===== config.mk =====
export PLATFORM = sky130hd
export DESIGN_NAME = commbuf_xfer
export DESIGN_NICKNAME = d
export VERILOG_FILES = /design/src/rtl/commbuf_pkg.sv /design/src/rtl/commbuf_store.sv /design/src/rtl/commbuf_engine.sv /design/src/rtl/commbuf_xfer.sv
export SDC_FILE = /design/constraint.sdc
export NUM_CORES = 2
export LEC_CHECK = 0
export BUFFER_PORTS_ARGS = -buffer_cell sky130_fd_sc_hd__clkbuf_2
export CORE_UTILIZATION = 40
export DETAILED_ROUTE_END_ITERATION = 7
export SLEW_MARGIN = 20
export SYNTH_ARGS = -nofsm -noshare
export SYNTH_HDL_FRONTEND = slang
export SYNTH_HIERARCHICAL = 1
export SYNTH_SLANG_ARGS = --single-unit

===== constraint.sdc =====
create_clock -name clk -period 4.6 [get_ports clk]
set_clock_uncertainty 0.2 [all_clocks]
set_input_delay 0.92 -clock clk [delete_from_list [all_inputs] [get_ports clk]]
set_output_delay 0.92 -clock clk [all_outputs]
set_load 0.05 [all_outputs]

===== src/rtl/commbuf_pkg.sv =====
package commbuf_pkg;
    localparam int BUF_BYTES = 128;
    localparam int IDX_W     = $clog2(BUF_BYTES);
    localparam int LEN_W     = IDX_W + 1;
    localparam int WORDS     = BUF_BYTES / 4;
    localparam int WIDX_W    = $clog2(WORDS);
    localparam int CHAN_W    = 2;

    typedef enum logic [1:0] {
        ENG_IDLE,
        ENG_SEND,
        ENG_RECV
    } eng_state_e;

    // field value 0 stands for the full buffer, N for N+1 bytes
    function automatic logic [LEN_W-1:0] decode_len(input logic [IDX_W-1:0] f);
        if (f == '0) return LEN_W'(BUF_BYTES);
        return LEN_W'({1'b0, f}) + LEN_W'(1);
    endfunction
endpackage


===== src/rtl/commbuf_store.sv =====
module commbuf_store #(
    parameter int BYTES = 128,
    localparam int IDX_W = $clog2(BYTES),
    localparam int WORDS = BYTES / 4,
    localparam int WIDX_W = $clog2(WORDS)
) (
    input  logic              clk,
    input  logic              rst_n,
    input  logic              cpu_we,
    input  logic [WIDX_W-1:0] cpu_widx,
    input  logic [31:0]       cpu_wdata,
    output logic [31:0]       cpu_rdata,
    input  logic              eng_we,
    input  logic [IDX_W-1:0]  eng_widx,
    input  logic [7:0]        eng_wbyte,
    input  logic [IDX_W-1:0]  eng_ridx,
    output logic [7:0]        eng_rbyte
);
    typedef struct packed {
        logic [BYTES-1:0][7:0] mem;
    } store_t;

    store_t st_d, st_q;

    always_comb begin
        st_d = st_q;
        if (cpu_we) begin
            for (int b = 0; b < 4; b++) begin
                st_d.mem[{cpu_widx, 2'(b)}] = cpu_wdata[8*b +: 8];
            end
        end
        if (eng_we) begin
            st_d.mem[eng_widx] = eng_wbyte;
        end
    end

    always_ff @(posedge clk or negedge rst_n) begin
        if (!rst_n) st_q <= '0;
        else        st_q <= st_d;
    end

    for (genvar g = 0; g < 4; g++) begin : g_lane
        assign cpu_rdata[8*g +: 8] = st_q.mem[{cpu_widx, 2'(g)}];
    end

    assign eng_rbyte = st_q.mem[eng_ridx];
endmodule


===== src/rtl/commbuf_engine.sv =====
module commbuf_engine
    import commbuf_pkg::*;
#(
    parameter int TMO_W = 16
) (
    input  logic             clk,
    input  logic             rst_n,
    input  logic             start,
    input  logic             abort,
    input  logic [LEN_W-1:0] out_len,
    input  logic [LEN_W-1:0] in_len,
    input  logic [TMO_W-1:0] limit,
    output logic             busy,
    output logic             out_valid,
    input  logic             out_ready,
    input  logic             in_valid,
    input  logic [7:0]       in_byte,
    output logic [IDX_W-1:0] rd_idx,
    output logic             wr_en,
    output logic [IDX_W-1:0] wr_idx,
    output logic [7:0]       wr_byte,
    output logic             done,
    output logic             timed_out
);
    typedef struct packed {
        eng_state_e       state;
        logic [IDX_W-1:0] idx;
        logic [TMO_W-1:0] timer;
    } eng_t;

    eng_t e_d, e_q;
    logic last_out, last_in;

    assign last_out = ({1'b0, e_q.idx} == out_len - LEN_W'(1));
    assign last_in  = ({1'b0, e_q.idx} == in_len - LEN_W'(1));

    always_comb begin
        e_d       = e_q;
        done      = 1'b0;
        timed_out = 1'b0;
        wr_en     = 1'b0;
        unique case (e_q.state)
            ENG_IDLE: begin
                if (start) begin
                    e_d.state = ENG_SEND;
                    e_d.idx   = '0;
                end
            end
            ENG_SEND: begin
                if (abort) begin
                    e_d.state = ENG_IDLE;
                end else if (out_ready) begin
                    if (last_out) begin
                        e_d.state = ENG_RECV;
                        e_d.idx   = '0;
                        e_d.timer = '0;
                    end else begin
                        e_d.idx = e_q.idx + IDX_W'(1);
                    end
                end
            end
            ENG_RECV: begin
                if (abort) begin
                    e_d.state = ENG_IDLE;
                end else if (in_valid) begin
                    wr_en     = 1'b1;
                    e_d.timer = '0;
                    if (last_in) begin
                        e_d.state = ENG_IDLE;
                        done      = 1'b1;
                    end else begin
                        e_d.idx = e_q.idx + IDX_W'(1);
                    end
                end else if (e_q.timer == limit) begin
                    e_d.state = ENG_IDLE;
                    timed_out = 1'b1;
                end else begin
                    e_d.timer = e_q.timer + TMO_W'(1);
                end
            end
            default: e_d.state = ENG_IDLE;
        endcase
    end

    always_ff @(posedge clk or negedge rst_n) begin
        if (!rst_n) e_q <= '{state: ENG_IDLE, idx: '0, timer: '0};
        else        e_q <= e_d;
    end

    assign busy      = (e_q.state != ENG_IDLE);
    assign out_valid = (e_q.state == ENG_SEND);
    assign rd_idx    = e_q.idx;
    assign wr_idx    = e_q.idx;
    assign wr_byte   = in_byte;
endmodule


===== src/rtl/commbuf_xfer.sv =====
module commbuf_xfer
    import commbuf_pkg::*;
#(
    parameter int          TMO_W     = 16,
    parameter int unsigned TMO_RESET = 255
) (
    input  logic              clk,
    input  logic              rst_n,
    input  logic              bus_wr,
    input  logic [7:0]        bus_addr,
    input  logic [31:0]       bus_wdata,
    output logic [31:0]       bus_rdata,
    output logic [CHAN_W-1:0] chan_sel,
    output logic              out_valid,
    output logic [7:0]        out_byte,
    input  logic              out_ready,
    input  logic              in_valid,
    input  logic [7:0]        in_byte,
    input  logic              rd_event,
    output logic              irq
);
    localparam logic [7:0] A_CTRL = 8'h00;
    localparam logic [7:0] A_TMO  = 8'h04;

    typedef struct packed {
        logic [CHAN_W-1:0] chan;
        logic [IDX_W-1:0]  in_f;
        logic [IDX_W-1:0]  out_f;
        logic              rd_mask;
        logic              rd_flag;
        logic              err;
        logic              tc_mask;
        logic              tc_flag;
        logic [TMO_W-1:0]  tmo;
    } csr_t;

    csr_t c_d, c_q;

    logic              busy, eng_done, eng_tmo;
    logic              sel_ctrl, sel_tmo, sel_buf;
    logic              ctrl_wr, tmo_wr, buf_wr;
    logic              start, abort;
    logic [31:0]       buf_rdata, ctrl_word;
    logic [IDX_W-1:0]  rd_idx, wr_idx;
    logic              wr_en;
    logic [7:0]        wr_byte;
    logic              unused_bits;

    assign sel_ctrl = (bus_addr == A_CTRL);
    assign sel_tmo  = (bus_addr == A_TMO);
    assign sel_buf  = bus_addr[7] && (bus_addr[1:0] == 2'b00);
    assign ctrl_wr  = bus_wr && sel_ctrl;
    assign tmo_wr   = bus_wr && sel_tmo && !busy;
    assign buf_wr   = bus_wr && sel_buf && !busy;
    assign start    = ctrl_wr && bus_wdata[0] && !busy;
    assign abort    = ctrl_wr && !bus_wdata[0] && busy;

    always_comb begin
        c_d = c_q;
        if (ctrl_wr) begin
            c_d.err     = 1'b0;
            c_d.rd_mask = bus_wdata[27];
            c_d.tc_mask = bus_wdata[30];
            if (bus_wdata[31]) c_d.tc_flag = 1'b0;
            if (bus_wdata[28]) c_d.rd_flag = 1'b0;
            if (!busy) begin
                c_d.chan  = bus_wdata[2:1];
                c_d.in_f  = bus_wdata[8 +: IDX_W];
                c_d.out_f = bus_wdata[16 +: IDX_W];
            end
        end
        if (tmo_wr)   c_d.tmo     = bus_wdata[TMO_W-1:0];
        if (rd_event) c_d.rd_flag = 1'b1;
        if (eng_done) c_d.tc_flag = 1'b1;
        if (eng_tmo) begin
            c_d.tc_flag = 1'b1;
            c_d.err     = 1'b1;
        end
    end

    always_ff @(posedge clk or negedge rst_n) begin
        if (!rst_n) begin
            c_q     <= '0;
            c_q.tmo <= TMO_W'(TMO_RESET);
        end else begin
            c_q <= c_d;
        end
    end

    always_comb begin
        ctrl_word                = '0;
        ctrl_word[0]             = busy;
        ctrl_word[2:1]           = c_q.chan;
        ctrl_word[8 +: IDX_W]    = c_q.in_f;
        ctrl_word[16 +: IDX_W]   = c_q.out_f;
        ctrl_word[27]            = c_q.rd_mask;
        ctrl_word[28]            = c_q.rd_flag;
        ctrl_word[29]            = c_q.err;
        ctrl_word[30]            = c_q.tc_mask;
        ctrl_word[31]            = c_q.tc_flag;
    end

    always_comb begin
        if (sel_buf)       bus_rdata = buf_rdata;
        else if (sel_ctrl) bus_rdata = ctrl_word;
        else if (sel_tmo)  bus_rdata = {{(32-TMO_W){1'b0}}, c_q.tmo};
        else               bus_rdata = '0;
    end

    assign unused_bits = ^{bus_wdata[7:3], bus_wdata[15], bus_wdata[26:23],
                           bus_wdata[31:TMO_W]};

    commbuf_store #(.BYTES(BUF_BYTES)) u_store (
        .clk      (clk),
        .rst_n    (rst_n),
        .cpu_we   (buf_wr),
        .cpu_widx (bus_addr[2 +: WIDX_W]),
        .cpu_wdata(bus_wdata),
        .cpu_rdata(buf_rdata),
        .eng_we   (wr_en),
        .eng_widx (wr_idx),
        .eng_wbyte(wr_byte),
        .eng_ridx (rd_idx),
        .eng_rbyte(out_byte)
    );

    commbuf_engine #(.TMO_W(TMO_W)) u_engine (
        .clk      (clk),
        .rst_n    (rst_n),
        .start    (start),
        .abort    (abort),
        .out_len  (decode_len(c_q.out_f)),
        .in_len   (decode_len(c_q.in_f)),
        .limit    (c_q.tmo),
        .busy     (busy),
        .out_valid(out_valid),
        .out_ready(out_ready),
        .in_valid (in_valid),
        .in_byte  (in_byte),
        .rd_idx   (rd_idx),
        .wr_en    (wr_en),
        .wr_idx   (wr_idx),
        .wr_byte  (wr_byte),
        .done     (eng_done),
        .timed_out(eng_tmo)
    );

    assign chan_sel = c_q.chan;
    assign irq      = (c_q.tc_flag && c_q.tc_mask) || (c_q.rd_flag && c_q.rd_mask);
endmodule


### After elaboration in Yosys (flattened, before gate mapping)

Index checks and enable logic that the tools add are counted.

| word-level totals | value |
|---|---|
| bits of input ports | 54 |
| flip-flop bits (word level) | 1,086 |
| word-level logic and storage cells | 287 |
| output and inout port bits | 44 |

| operators by class | value |
|---|---|
| muxes and demuxes | 73 |
| reduce and logical (&&, ||, !) cells | 39 |
| $lt $le $gt $ge | 10 |
| equality and inequality tests | 18 |
| bitwise operators | 1 |
| add/subtract/negate cells | 6 |

Operators with widths:

| cell | count |
|---|---|
| $bwmux W1024 | 5 |
| $mux W1024 | 2 |
| $bmux W8 S5 | 4 |
| $demux W8 S5 | 4 |
| $mux W8 | 14 |
| $mux W16 | 4 |
| $mux W32 | 2 |
| $bmux W8 S7 | 1 |
| $demux W8 S7 | 1 |
| $mux W23 | 2 |
| $lt A7 B8 Y1 const B | 5 |
| $ge A7 B1 Y1 const B | 5 |
| $pmux W16 S2 | 1 |
| $mux W25 | 1 |
| $mux W7 | 3 |
| $pmux W7 S3 | 1 |
| $mux W1 | 19 |
| $logic_and A1 B1 Y1 | 17 |
| $add A16 B1 Y16 const B | 1 |
| $add A7 B1 Y8 const B | 2 |
| $eq A16 B16 Y1 | 1 |
| $eq A7 B8 Y1 | 2 |
| $sub A8 B1 Y8 const B | 2 |
| $logic_not A7 Y1 | 2 |
| 24 further kinds | 46 |

### Logic depth before layout (Yosys ltp)

| depth | value |
|---|---|
| word-level depth | 11 |
| gate-level depth with buffers | 16 |
| mapped depth without buffers | 14 |

### Hierarchy

The synthesis kept the hierarchy.

By module, submodules not included:

| module | sequential area each (um^2) | cells an instance | times used | area each (um^2) |
|---|---|---|---|---|
| commbuf_store | 25,624.6 | 5,702 | 1 | 62,926.6 |
| commbuf_engine | 625.6 | 309 | 1 | 2,616.3 |
| commbuf_xfer | 935.9 | 195 | 1 | 2,268.4 |

### Worst setup path before layout

Ideal clock, no wire load.

| timing path | value |
|---|---|
| path kind | input port to output port |
| start | input port bus_addr[2] |
| end | output port bus_rdata[11] |
| stages on the path | 8 |
| path slack | -0.007 ns |
| path buffers | 3 |
| arrival | 3.487 ns |
| required time | 3.480 ns |
| cells stage by stage | clkbuf_1 > buf_1 > buf_1 > mux4_2 > a22oi_1 > nand4_1 > nand2_1 > o21ai_0 |

| between the ends | value |
|---|---|
| elaborated cells between the ends (all ways) | 7 |
| classes of those cells | 1 x eq/ne; 5 x mux; 1 x reduce/logical |

RTL lines:

| element | line | text |
|---|---|---|
| from (decl) | commbuf_xfer.sv:10 | `input logic [7:0] bus_addr,` |
| $bmux W8 S5 | commbuf_store.sv:43 | `assign cpu_rdata[8*g +: 8] = st_q.mem[{cpu_widx, 2'(g)}];` |
| $mux W8 (not written as such) | commbuf_store.sv:43 |  |
| net buf_rdata[11] | commbuf_xfer.sv:43 | `logic [31:0] buf_rdata, ctrl_word;` |
| $mux W32 | commbuf_xfer.sv:104 | `if (sel_buf) bus_rdata = buf_rdata;` |
| to (decl) | commbuf_xfer.sv:12 | `output logic [31:0] bus_rdata,` |

The timed path passes the listed nets, and every way through them passes these cells. The select of a mux whose other input is x is not followed.

### Worst setup path after layout

| timing path | value |
|---|---|
| start | register u_engine.e_q, in the netlist u_engine/rd_idx[2] |
| end | output port out_byte[3] |

| between the ends | value |
|---|---|
| word-level cells in the longest chain between the ends | 2 |

Ends and longest elaborated chain:

| element | line | text |
|---|---|---|
| from (decl) | commbuf_engine.sv:31 | `eng_t e_d, e_q;` |
| from (signal assigned) | commbuf_engine.sv:86 | `if (!rst_n) e_q <= '{state: ENG_IDLE, idx: '0, timer: '0};` |
| $bmux W8 S7 | commbuf_store.sv:46 | `assign eng_rbyte = st_q.mem[eng_ridx];` |
| $mux W8 (not written as such) | commbuf_store.sv:46 |  |
| to (decl) | commbuf_xfer.sv:15 | `output logic [7:0] out_byte,` |

Every way passes these cells. The select of a mux whose other input is x is not followed.

==> out/qor.txt <==
failing checks -> negative hold slack, negative setup slack
hold_ws -> -0.0426 ns
num rows -> 150
Worst Path Arrival -> 4.21 ns
Initial Util -> 40.4%
unrepaired setup endpoints after global routing -> yes
Nets -> 6362
CP max stage cell -> mux4_2
DRC -> 0
Async SR Flop Fraction -> 100%
outcome -> finished, violations left
placer congestion estimate -> 1.05
Setup crit start kind -> flop
core area -> 168000 sq um
final core utilization -> 47.0%
Detailed Route Iter0 Violations -> 8843
main flop type after synthesis -> dfrtp_1
chip height -> 414 um
first-pass GRT wire length -> 416000 um
M1 GR Usage -> 45.1%
Pre-Repair DR Iteration Count -> 8
min-delay worst type -> in2async
TritonCTS Buffers -> 133
commonest non-fill, non-tap cell in the layout -> dfrtp_1
hold buffers post-CTS -> 0
post-synth cell types -> 85
Leak -> 32.0 nW
CP max stage delay -> 0.66 ns
Clock transition at path regs -> 0.06 ns
achievable frequency -> 0.187 GHz
synthesized flop and latch total -> 1086
fin cells -> 8609
CP Max Fanout -> 8
clk sink count -> 1086
Die Area -> 171000 sq um
vias -> 56700
mapped cell area -> 67800 sq um
worst vdd ir -> 0.000466 V
most numerous cell on the critical path -> mux4_2
Post-synth EDFFs -> 0
H-tree levels -> 4
Most Crowded Layer GR -> met2
placed insts -> 8280
Finished Cell Area -> 78800 sq um
Slew Limit Fails -> 0
measured slew at the worst slew-check pin -> 1.22 ns
Critical Path, Cell by Cell -> buf_12, buf_16, buf_6, mux4_2, mux4_2, mux4_2, mux2_4, clkbuf_16
crit end category -> output port
final hold violation count -> 13
post-synthesis sequential area ratio -> 40.1%
GRT Util Overall -> 34.3%
Syn Nets -> 6272
Slew HR -> 18.6%
Area contributors post-synth -> dfrtp_1 (40%), mux4_2 (20%), mux2i_1 (15%)
Clock Tree Buf Depth -> 3
total negative slack -> -5.08 ns
PwrDens -> 370 nW/um^2
largest net degree at the start of global routing -> 85
dpl hpwl -> 201000 um
vias per cell -> 6.59
Setup violations, final -> 12
die width -> 414 um
clock latency on the worst-skew pair -> 0.79 ns
DRT Wirelength -> 297000 um
critical path class -> reg2out
Layout area overhead -> 16.3%
initial antenna violation count -> 23
area leader, netlist -> dfrtp_1
final worst setup slack -> -0.734 ns
Mapped Cells -> 6206
routed len/inst -> 34.5 um
post-route ant nets -> 0
GR Util met3 -> 12.5%
placement-stage cell area -> 73100 sq um
synth warn -> 6
final period utilization -> 116%
final global-route overflow total -> 0
Ports -> 98
synthesized area per cell -> 10.9 sq um
reg2reg setup slack -> 0.25 ns
fraction of layout cells with a size suffix above 1 -> 24.7%
Worst EP required -> 3.48 ns
vias in the first global route -> 52600
most frequent cells in the layout -> dfrtp_1 (1072), mux2i_1 (1035), nand2_1 (771)
share of the synthesized area in the top cell type -> 39.8%
routing usage on met2 -> 47.3%
Final Critical Period -> 5.33 ns
CTS tree -> yes
CTS root buf -> clkbuf_16
count of input and output buffers -> 97
maximum capacitance violations -> 0
==> final timing paths <==
| kind | from | to | cells after the start |
|---|---|---|---|
| setup / recovery | u_engine/rd_idx[2] | out_byte[3] | 8 |
| hold reg to reg | c_q[18] | c_q[18] | 1 |
| max in group asynchronous | rst_n | u_store/st_q[1000] | 2 |
| min in group clk | rd_event | c_q[19] | 2 |
| setup reg to reg | c_q[21] | u_engine/rd_idx[2] | 14 |
| hold / removal | rst_n | u_store/st_q[141] | 1 |
==> where the power goes <==
part           switching (mW)  internal, mW
clock network            4.50          6.29
logic                    4.24          2.92
registers               0.864          10.4
total                    9.61          19.6
==> through the flow <==
step | setup slack (ns) | power, mW
2_1_floorplan | 0.00706 | 14.7
3_3_place_gp | -0.239 | 17.6
3_5_place_dp | -0.223 | 17.7
4_1_cts | -0.640 | 28.8
5_1_grt | -0.679 | 29.8
6_report | -0.734 | 29.2
==> cells in the mapped netlist, types with 8 or more instances <==
cell	n
xnor2_1	32
and4b_1	9
o21ai_1	9
buf_2	36
mux2_4	11
dfstp_2	8
buf_4	24
xor2_1	8
ha_1	12
o21ai_0	732
nand2_1	779
o31ai_1	8
and2_1	8
dfrtp_1	1078
nand4_1	40
clkbuf_1	553
buf_1	59
a21oi_1	328
a22o_1	16
mux2i_1	1035
nor3b_1	8
mux2_2	32
nor3_1	12
nand3_1	19
inv_1	25
a31oi_1	9
nor2_1	461
a22oi_1	128
and3_1	10
mux4_2	592
==> flip-flops by register name (all words and copies together) (netlist names) <==
register / flops
chan_sel: 2
c_q: 35
u_engine/e_q: 18
u_engine/rd_idx: 7
u_store/st_q: 1024
==> critical path: cells and delay by family, from the launching register on <==
| family | cells | cell delay [ns] |
|---|---|---|
| buf+inv | 4 | 0.64 |
| mux | 4 | 2.31 |
| flops | 1 | 0.44 |
==> repair_timing <==
item,4_1_cts,5_1_grt
setup buffers,32,40
gates cloned,8,5
endpoints found under the setup margin,14,18
resized for setup,48,27
pin swaps,2,4
==> cell type report <==
| type | instances | area, sq um |
|---|---|---|
| Multi-Input combinational cell | 4416 | 38100 |
| Sequential cell | 1086 | 27200 |
| Fill cell | 15100 | 88900 |
| Clock inverter | 40 | 414 |
| Tap cell | 2204 | 2760 |
| Timing Repair Buffer | 634 | 6260 |
| Inverter | 25 | 93.8 |
| Clock buffer | 197 | 3990 |
| Antenna cell | 7 | 17.5 |
==> cells by family (layout without fill, tap and decap cells) <==
kind of cell / count (synthesis) / count (layout) / synth area share [%]
mux: 1670 / 1670 / 35.7
buf+inv: 704 / 896 / 4.17
other cells: 0 / 7 / 0
simple gates: 1421 / 1421 / 8.90
compound gates: 1273 / 1273 / 10.4
flops: 1086 / 1086 / 40.1
xor+xnor: 40 / 40 / 0.517
fa+ha+maj: 12 / 12 / 0.221
==> routing by layer <==
metal  vias up  share of wire (%)
met5         -              0.038
li1      23100                  -
met1     28600                 37
met2      4225                 41
met3       852                 14
met4        18                7.9
Note: power is estimated with default switching activity, not from simulation.
